--- src/rtl/async_tx_pkg.sv ---
`timescale 1ns/1ps
package async_tx_pkg;

    localparam int WORD_W = 8;
    localparam int REST_W = WORD_W + 3;
    localparam int LEN_W  = 4;

    typedef struct packed {
        logic long_word;
        logic par_en;
        logic par_odd;
        logic two_stop;
    } frame_fmt_t;

    typedef enum logic [1:0] {
        RATE_ONE  = 2'b00,
        RATE_MID  = 2'b01,
        RATE_HI   = 2'b10,
        RATE_MRST = 2'b11
    } rate_code_t;

    function automatic frame_fmt_t decode_fmt(input logic [2:0] code);
        frame_fmt_t f;
        case (code)
            3'b000:  f = '{long_word: 1'b0, par_en: 1'b1, par_odd: 1'b0, two_stop: 1'b1};
            3'b001:  f = '{long_word: 1'b0, par_en: 1'b1, par_odd: 1'b1, two_stop: 1'b1};
            3'b010:  f = '{long_word: 1'b0, par_en: 1'b1, par_odd: 1'b0, two_stop: 1'b0};
            3'b011:  f = '{long_word: 1'b0, par_en: 1'b1, par_odd: 1'b1, two_stop: 1'b0};
            3'b100:  f = '{long_word: 1'b1, par_en: 1'b0, par_odd: 1'b0, two_stop: 1'b1};
            3'b101:  f = '{long_word: 1'b1, par_en: 1'b0, par_odd: 1'b0, two_stop: 1'b0};
            3'b110:  f = '{long_word: 1'b1, par_en: 1'b1, par_odd: 1'b0, two_stop: 1'b0};
            default: f = '{long_word: 1'b1, par_en: 1'b1, par_odd: 1'b1, two_stop: 1'b0};
        endcase
        return f;
    endfunction

endpackage

--- src/rtl/tx_frame_build.sv ---
`timescale 1ns/1ps
module tx_frame_build
    import async_tx_pkg::*;
(
    input  logic [2:0]        fmt_code,
    input  logic [WORD_W-1:0] byte_in,
    output logic [REST_W-1:0] rest_bits,
    output logic [LEN_W-1:0]  rest_len
);
    localparam int SHORT_W = WORD_W - 1;

    frame_fmt_t          fmt;
    logic [WORD_W-1:0]   used;
    logic                par_bit;
    logic [LEN_W-1:0]    n_data;

    always_comb begin
        fmt     = decode_fmt(fmt_code);
        used    = fmt.long_word ? byte_in : {1'b0, byte_in[SHORT_W-1:0]};
        n_data  = fmt.long_word ? LEN_W'(WORD_W) : LEN_W'(SHORT_W);
        par_bit = (^used) ^ fmt.par_odd;
        rest_bits = '1;
        for (int i = 0; i < WORD_W; i++) begin
            if (LEN_W'(i) < n_data) begin
                rest_bits[i] = used[i];
            end
        end
        if (fmt.par_en) begin
            rest_bits[n_data] = par_bit;
        end
        rest_len = n_data + LEN_W'(fmt.par_en) + (fmt.two_stop ? LEN_W'(2) : LEN_W'(1));
    end

endmodule

--- src/rtl/tx_bit_timer.sv ---
`timescale 1ns/1ps
module tx_bit_timer
    import async_tx_pkg::*;
#(
    parameter int DIV_MID = 16,
    parameter int DIV_HI  = 64
) (
    input  logic       clk,
    input  logic       rst_n,
    input  logic       tx_tick,
    input  logic [1:0] rate_sel,
    output logic       bit_stb
);
    localparam int CNT_W = (DIV_HI > 2) ? $clog2(DIV_HI) : 1;

    typedef struct packed {
        logic [CNT_W-1:0] cnt;
    } timer_t;

    timer_t           tmr_d, tmr_q;
    logic [CNT_W-1:0] limit;
    logic             mrst;

    always_comb begin
        tmr_d   = tmr_q;
        bit_stb = 1'b0;
        mrst    = (rate_sel == RATE_MRST);
        limit   = (rate_sel == RATE_MID) ? CNT_W'(DIV_MID - 1) : CNT_W'(DIV_HI - 1);
        if (mrst) begin
            tmr_d.cnt = '0;
        end else if (tx_tick) begin
            if (rate_sel == RATE_ONE) begin
                bit_stb   = 1'b1;
                tmr_d.cnt = '0;
            end else if (tmr_q.cnt >= limit) begin
                bit_stb   = 1'b1;
                tmr_d.cnt = '0;
            end else begin
                tmr_d.cnt = tmr_q.cnt + CNT_W'(1);
            end
        end
    end

    always_ff @(posedge clk or negedge rst_n) begin
        if (!rst_n) begin
            tmr_q <= '0;
        end else begin
            tmr_q <= tmr_d;
        end
    end

    AST_STB_SPACED: assert property (@(posedge clk) disable iff (!rst_n)
        (bit_stb && (rate_sel == RATE_MID || rate_sel == RATE_HI)) |=> (!bit_stb || rate_sel == RATE_ONE));

    AST_MRST_NO_STB: assert property (@(posedge clk) disable iff (!rst_n)
        (rate_sel == RATE_MRST) |-> !bit_stb);

endmodule

--- src/rtl/tx_char_shifter.sv ---
`timescale 1ns/1ps
module tx_char_shifter
    import async_tx_pkg::*;
(
    input  logic              clk,
    input  logic              rst_n,
    input  logic              bit_stb,
    input  logic              mrst,
    input  logic              wr_en,
    input  logic [WORD_W-1:0] wr_data,
    input  logic [REST_W-1:0] frame_rest,
    input  logic [LEN_W-1:0]  frame_len,
    output logic [WORD_W-1:0] hold_byte,
    output logic              txd,
    output logic              hold_empty
);
    typedef struct packed {
        logic              busy;
        logic              txd;
        logic              empty;
        logic [WORD_W-1:0] hold;
        logic [REST_W-1:0] shreg;
        logic [LEN_W-1:0]  left;
    } shift_st_t;

    shift_st_t st_d, st_q;

    always_comb begin
        st_d = st_q;
        if (mrst) begin
            st_d.busy  = 1'b0;
            st_d.txd   = 1'b1;
            st_d.empty = 1'b1;
            st_d.shreg = '0;
            st_d.left  = '0;
        end else begin
            if (wr_en && st_q.empty) begin
                st_d.hold  = wr_data;
                st_d.empty = 1'b0;
            end
            if (bit_stb) begin
                if (st_q.busy && st_q.left != '0) begin
                    st_d.txd   = st_q.shreg[0];
                    st_d.shreg = {1'b1, st_q.shreg[REST_W-1:1]};
                    st_d.left  = st_q.left - LEN_W'(1);
                end else if (!st_q.empty) begin
                    st_d.txd   = 1'b0;
                    st_d.shreg = frame_rest;
                    st_d.left  = frame_len;
                    st_d.busy  = 1'b1;
                    st_d.empty = 1'b1;
                end else begin
                    st_d.txd   = 1'b1;
                    st_d.busy  = 1'b0;
                end
            end
        end
    end

    always_ff @(posedge clk or negedge rst_n) begin
        if (!rst_n) begin
            st_q <= '{busy: 1'b0, txd: 1'b1, empty: 1'b1, hold: '0, shreg: '0, left: '0};
        end else begin
            st_q <= st_d;
        end
    end

    assign hold_byte  = st_q.hold;
    assign txd        = st_q.txd;
    assign hold_empty = st_q.empty;

    AST_MRST_IDLE: assert property (@(posedge clk) disable iff (!rst_n)
        mrst |=> (txd && hold_empty));

    AST_LINE_ON_BOUNDARY: assert property (@(posedge clk) disable iff (!rst_n)
        (!bit_stb && !mrst) |=> $stable(txd));

    AST_FULL_WRITE_IGNORED: assert property (@(posedge clk) disable iff (!rst_n)
        (wr_en && !hold_empty && !mrst) |=> $stable(hold_byte));

    AST_EMPTY_WITH_START: assert property (@(posedge clk) disable iff (!rst_n)
        ($rose(hold_empty) && !$past(mrst)) |-> !txd);

    AST_IDLE_HIGH: assert property (@(posedge clk) disable iff (!rst_n)
        !st_q.busy |-> txd);

endmodule

--- src/rtl/async_char_tx.sv ---
`timescale 1ns/1ps
module async_char_tx
    import async_tx_pkg::*;
#(
    parameter int DIV_MID = 16,
    parameter int DIV_HI  = 64
) (
    input  logic       clk,
    input  logic       rst_n,
    input  logic       tx_tick,
    input  logic [2:0] fmt_sel,
    input  logic [1:0] rate_sel,
    input  logic       wr_en,
    input  logic [7:0] wr_data,
    input  logic       rts_on,
    output logic       txd,
    output logic       hold_empty,
    output logic       rts_n
);
    logic              bit_stb;
    logic              mrst;
    logic [WORD_W-1:0] hold_byte;
    logic [REST_W-1:0] frame_rest;
    logic [LEN_W-1:0]  frame_len;

    assign mrst  = (rate_sel == RATE_MRST);
    assign rts_n = ~(rts_on && !mrst);

    tx_bit_timer #(
        .DIV_MID (DIV_MID),
        .DIV_HI  (DIV_HI)
    ) u_timer (
        .clk      (clk),
        .rst_n    (rst_n),
        .tx_tick  (tx_tick),
        .rate_sel (rate_sel),
        .bit_stb  (bit_stb)
    );

    tx_frame_build u_build (
        .fmt_code  (fmt_sel),
        .byte_in   (hold_byte),
        .rest_bits (frame_rest),
        .rest_len  (frame_len)
    );

    tx_char_shifter u_shift (
        .clk        (clk),
        .rst_n      (rst_n),
        .bit_stb    (bit_stb),
        .mrst       (mrst),
        .wr_en      (wr_en),
        .wr_data    (wr_data),
        .frame_rest (frame_rest),
        .frame_len  (frame_len),
        .hold_byte  (hold_byte),
        .txd        (txd),
        .hold_empty (hold_empty)
    );

    AST_RTS_MRST: assert property (@(posedge clk) disable iff (!rst_n)
        (rate_sel == RATE_MRST) |-> rts_n);

endmodule

--- config.mk ---
export PLATFORM = sky130hd
export DESIGN_NAME = async_char_tx
export DESIGN_NICKNAME = d
export VERILOG_FILES = /design/src/rtl/async_tx_pkg.sv /design/src/rtl/tx_frame_build.sv /design/src/rtl/tx_bit_timer.sv /design/src/rtl/tx_char_shifter.sv /design/src/rtl/async_char_tx.sv
export SDC_FILE = /design/constraint.sdc
export NUM_CORES = 1
export LEC_CHECK = 0
export BUFFER_PORTS_ARGS = -buffer_cell sky130_fd_sc_hd__buf_2
export CORE_MARGIN = 3
export CORE_UTILIZATION = 50
export CTS_BUF_LIST = sky130_fd_sc_hd__clkbuf_4
export CTS_CLUSTER_DIAMETER = 40
export DETAILED_ROUTE_END_ITERATION = 12
export PLACE_DENSITY = 0.73
export SYNTH_ARGS = -nofsm -noshare
export SYNTH_HDL_FRONTEND = slang
export SYNTH_SLANG_ARGS = --single-unit
--- constraint.sdc ---
create_clock -name clk -period 2.15 [get_ports clk]
set_clock_uncertainty 0.15 [all_clocks]
set_input_delay 0 -clock clk [delete_from_list [all_inputs] [get_ports clk]]
set_output_delay 0 -clock clk [all_outputs]
set_load 0.005 [all_outputs]
==> results.json <==
{
  "cts_buffers": 5,
  "drive_above_1_share_pct": 34.3,
  "cts_sinks": 32,
  "grt_pass1_wl_um": 7170,
  "worstSetupEndpointType": "flip-flop",
  "yosys.area.top_type_share_pct": 41.2,
  "crit_type": "reg -> reg",
  "synth_cells": 176,
  "cp_max_fo": 13,
  "timing_worst_slew_pin_value_ns": 0.729,
  "maxCapViolCount": 0,
  "first_iter_violations": 108,
  "highest_layer": "met4",
  "antenna_found_initial": 0,
  "synth_top_family_by_area": "compound AO/OA/AOI/OAI gates",
  "fp.dieH_um": 66.4,
  "maxSlewHeadroom_pct": 51.4,
  "root_buffer": "clkbuf_4",
  "cts_tree": "done",
  "yosys-top-cells-count": "dfrtp_1 (30), nand2_1 (26), nor2_1 (22)",
  "fmax_mhz": 467,
  "grt_overflow": 0,
  "synthAdderAreaFrac_pct": 3.43,
  "crit_path_top_delay_cell": "dfrtp_1",
  "ctsLongestPathBuffers": 2,
  "cp.required_ns": 2.23,
  "drc_errors": 0,
  "synth-seq-area-share_pct": 44.1,
  "place_congestion": 0.762,
  "synth_top_cell_by_area": "dfrtp_1",
  "crit_path_max_incr_delay_ns": 0.39,
  "fill_cells": 261,
  "chipWidth_um": 66.4,
  "syn_nets": 199,
  "worstSetupStartpointType": "flip-flop",
  "maxSlewViolCount": 0,
  "hold_class": "in -> reg",
  "fin_total_pwr_mw": 1.86,
  "synth_mux_area_share_pct": 4.88,
  "synth_cell_types": 46,
  "synth_ff_type": "dfrtp_1",
  "vias": 1555,
  "clkLatencyLatePin_ns": 0.34,
  "diodes": 0,
  "ant_nets": 0,
  "place_hpwl_um": 2870,
  "io_buffers": 20,
  "synth-seq-cells": 32,
  "htree_levels": 2,
  "wl_per_cell_um": 16.4,
  "firstDrtPassIters": 4,
  "fin_crit_sh_pct": 99.5,
  "area.growth.synth_to_final_pct": 31.2,
  "worstPathCellList": "ha_1 > a41o_1 > a211oi_4 > buf_4 > a211oi_4 > buf_12 > o21ai_0 > a31oi_1",
  "yosysMostFrequentCell": "dfrtp_1",
  "crit_top_cell": "a211oi_4",
  "synth-warning-count": 0,
  "status": "completed",
  "wl_met1_um": 1820,
  "rrSetupSlack_ns": 0.01,
  "final_hold_viol_count": 0,
  "dr_wl_met3_um": 278,
  "synth_area_per_cell_um2": 10.4,
  "synth-xor-area-share_pct": 10.6,
  "power_density_nw_per_um2": 778,
  "num_rows": 21,
  "core_um2": 3420,
  "layout.nets": 252,
  "path_clk_slew_ns": 0.10,
  "viasPerCell": 5.63,
  "rsz0062_at_grt": "true",
  "totalWireLength_um": 4530,
  "initial_core_util_pct": 53.3,
  "synth_area_um2": 1820,
  "grt_pass1_vias": 1501,
  "synthArstFlopShare_pct": 100,
  "fin_ws_ns": 0.00974,
  "setup_viol_count_final": 0,
  "met2_length_um": 2380,
  "synth-simple-area-share_pct": 16.6,
  "synth_area_leaders": "dfrtp_1 (41%), nand2_1 (5.4%), nor2_1 (4.5%), mux2_2 (4.3%), ha_1 (3.4%)",
  "post-place-ws_ns": -0.299,
  "p_leak_nw": 1.10,
  "synth_compound_area_share_pct": 16.7,
  "grt.total_usage_pct": 22.3,
  "ioPinCount": 21,
  "grt_max_degree": 33,
  "ir_worst_vdd_mv": 0.711,
  "finalCriticalPeriod_ns": 2.14,
  "worstPathArrival_ns": 2.22,
  "dieArea_um2": 4400,
  "synth_edf_count": 0
}
cell type report:
type | instances | area [um2] | area share [%]
multi-input cells | 130 | 1040 | 43.6
flip-flops and latches | 32 | 803 | 33.6
repair buffers | 53 | 404 | 16.9
well taps | 46 | 57.6 | 2.41
clock buffers | 7 | 52.6 | 2.20
inverters | 7 | 26.3 | 1.10
clock inverters | 1 | 3.75 | 0.157
worst paths after layout:
| kind | endpoint | cells past startpoint | startpoint |
|---|---|---|---|
| worst max-delay path | u_shift.st_q[11] | 8 | u_timer.tmr_q[4] |
| worst min-delay path | u_shift.txd | 5 | rate_sel[0] |
| worst max register to register | u_shift.st_q[11] | 8 | u_timer.tmr_q[4] |
| worst min register to register | u_shift.st_q[14] | 2 | u_shift.st_q[14] |
| max in group asynchronous | u_timer.tmr_q[5] | 2 | rst_n |
| min in group asynchronous | u_timer.tmr_q[3] | 2 | rst_n |
registers in the layout (all words and copies together) (netlist names):
name and cells:
u_shift.hold_byte 8, u_shift.hold_empty 1, u_shift.st_q 16, u_shift.txd 1, u_timer.tmr_q 6
critical path: cells and delay by family, from the launching register on:
kind            cells  cell delay (ns)
flops               1             0.39
compound gates      5             0.87
buf+inv             2             0.34
fa+ha+maj           1             0.28
stage by stage:
step | hold WS [ns] | area (um2) | util [%] | std cells | TNS [ns]
finish | 0.0231 | 2390 | 70.0 | 276 | 0
global route | 0.0196 | 2390 | 70.0 | 276 | -0.102
CTS | 0.0113 | 2280 | 66.7 | 271 | -0.0277
detailed placement | -0.0606 | 2040 | 59.9 | 248 | -3.35
global placement | -0.0607 | 2040 | 59.9 | 248 | -1.50
floorplan | -0.446 | 1820 | - | 176 | 0
what timing repair did:
item                                   in CTS  in global routing
setup endpoints to repair                  16                 20
setup buffers                               1                  5
gates cloned                                1                  0
hold buffers                               13                  0
resized for setup                           5                 17
endpoints found under the hold margin      47                  0
pin swaps                                   3                  4
metal layers:
metal / vias up / GRT usage, %
li1: 729 / -
met1: 764 / 27.7
met2: 55 / 38.2
met3: 7 / 5.61
met4: 0 / 6.09
met5: - / 0
power by group:
group / switching, mW / internal (mW)
logic: 0.287 / 0.428
registers: 0.0939 / 0.690
clock network: 0.211 / 0.151
cells by family after synthesis:
group,after synthesis
fa+ha+maj,5
buf+inv,15
mux,8
xor+xnor,12
compound gates,36
flops,32
simple gates,68
cell usage in the layout, fill, tap and decap left out, types with 4 or more instances in the layout:
cell type,Yosys,layout
dfrtp_1,30,30
nand2_1,26,24
nor2_1,22,22
buf_2,2,20
buf_4,0,16
dlygate4sd3_1,0,13
mux2_2,7,7
clkbuf_4,0,7
inv_1,7,5
a21oi_1,6,5
o21ai_0,5,5
ha_1,5,5
xor2_1,4,4
nand3_1,4,4
a311oi_1,4,4
Note: power is estimated with default switching activity, not from simulation.
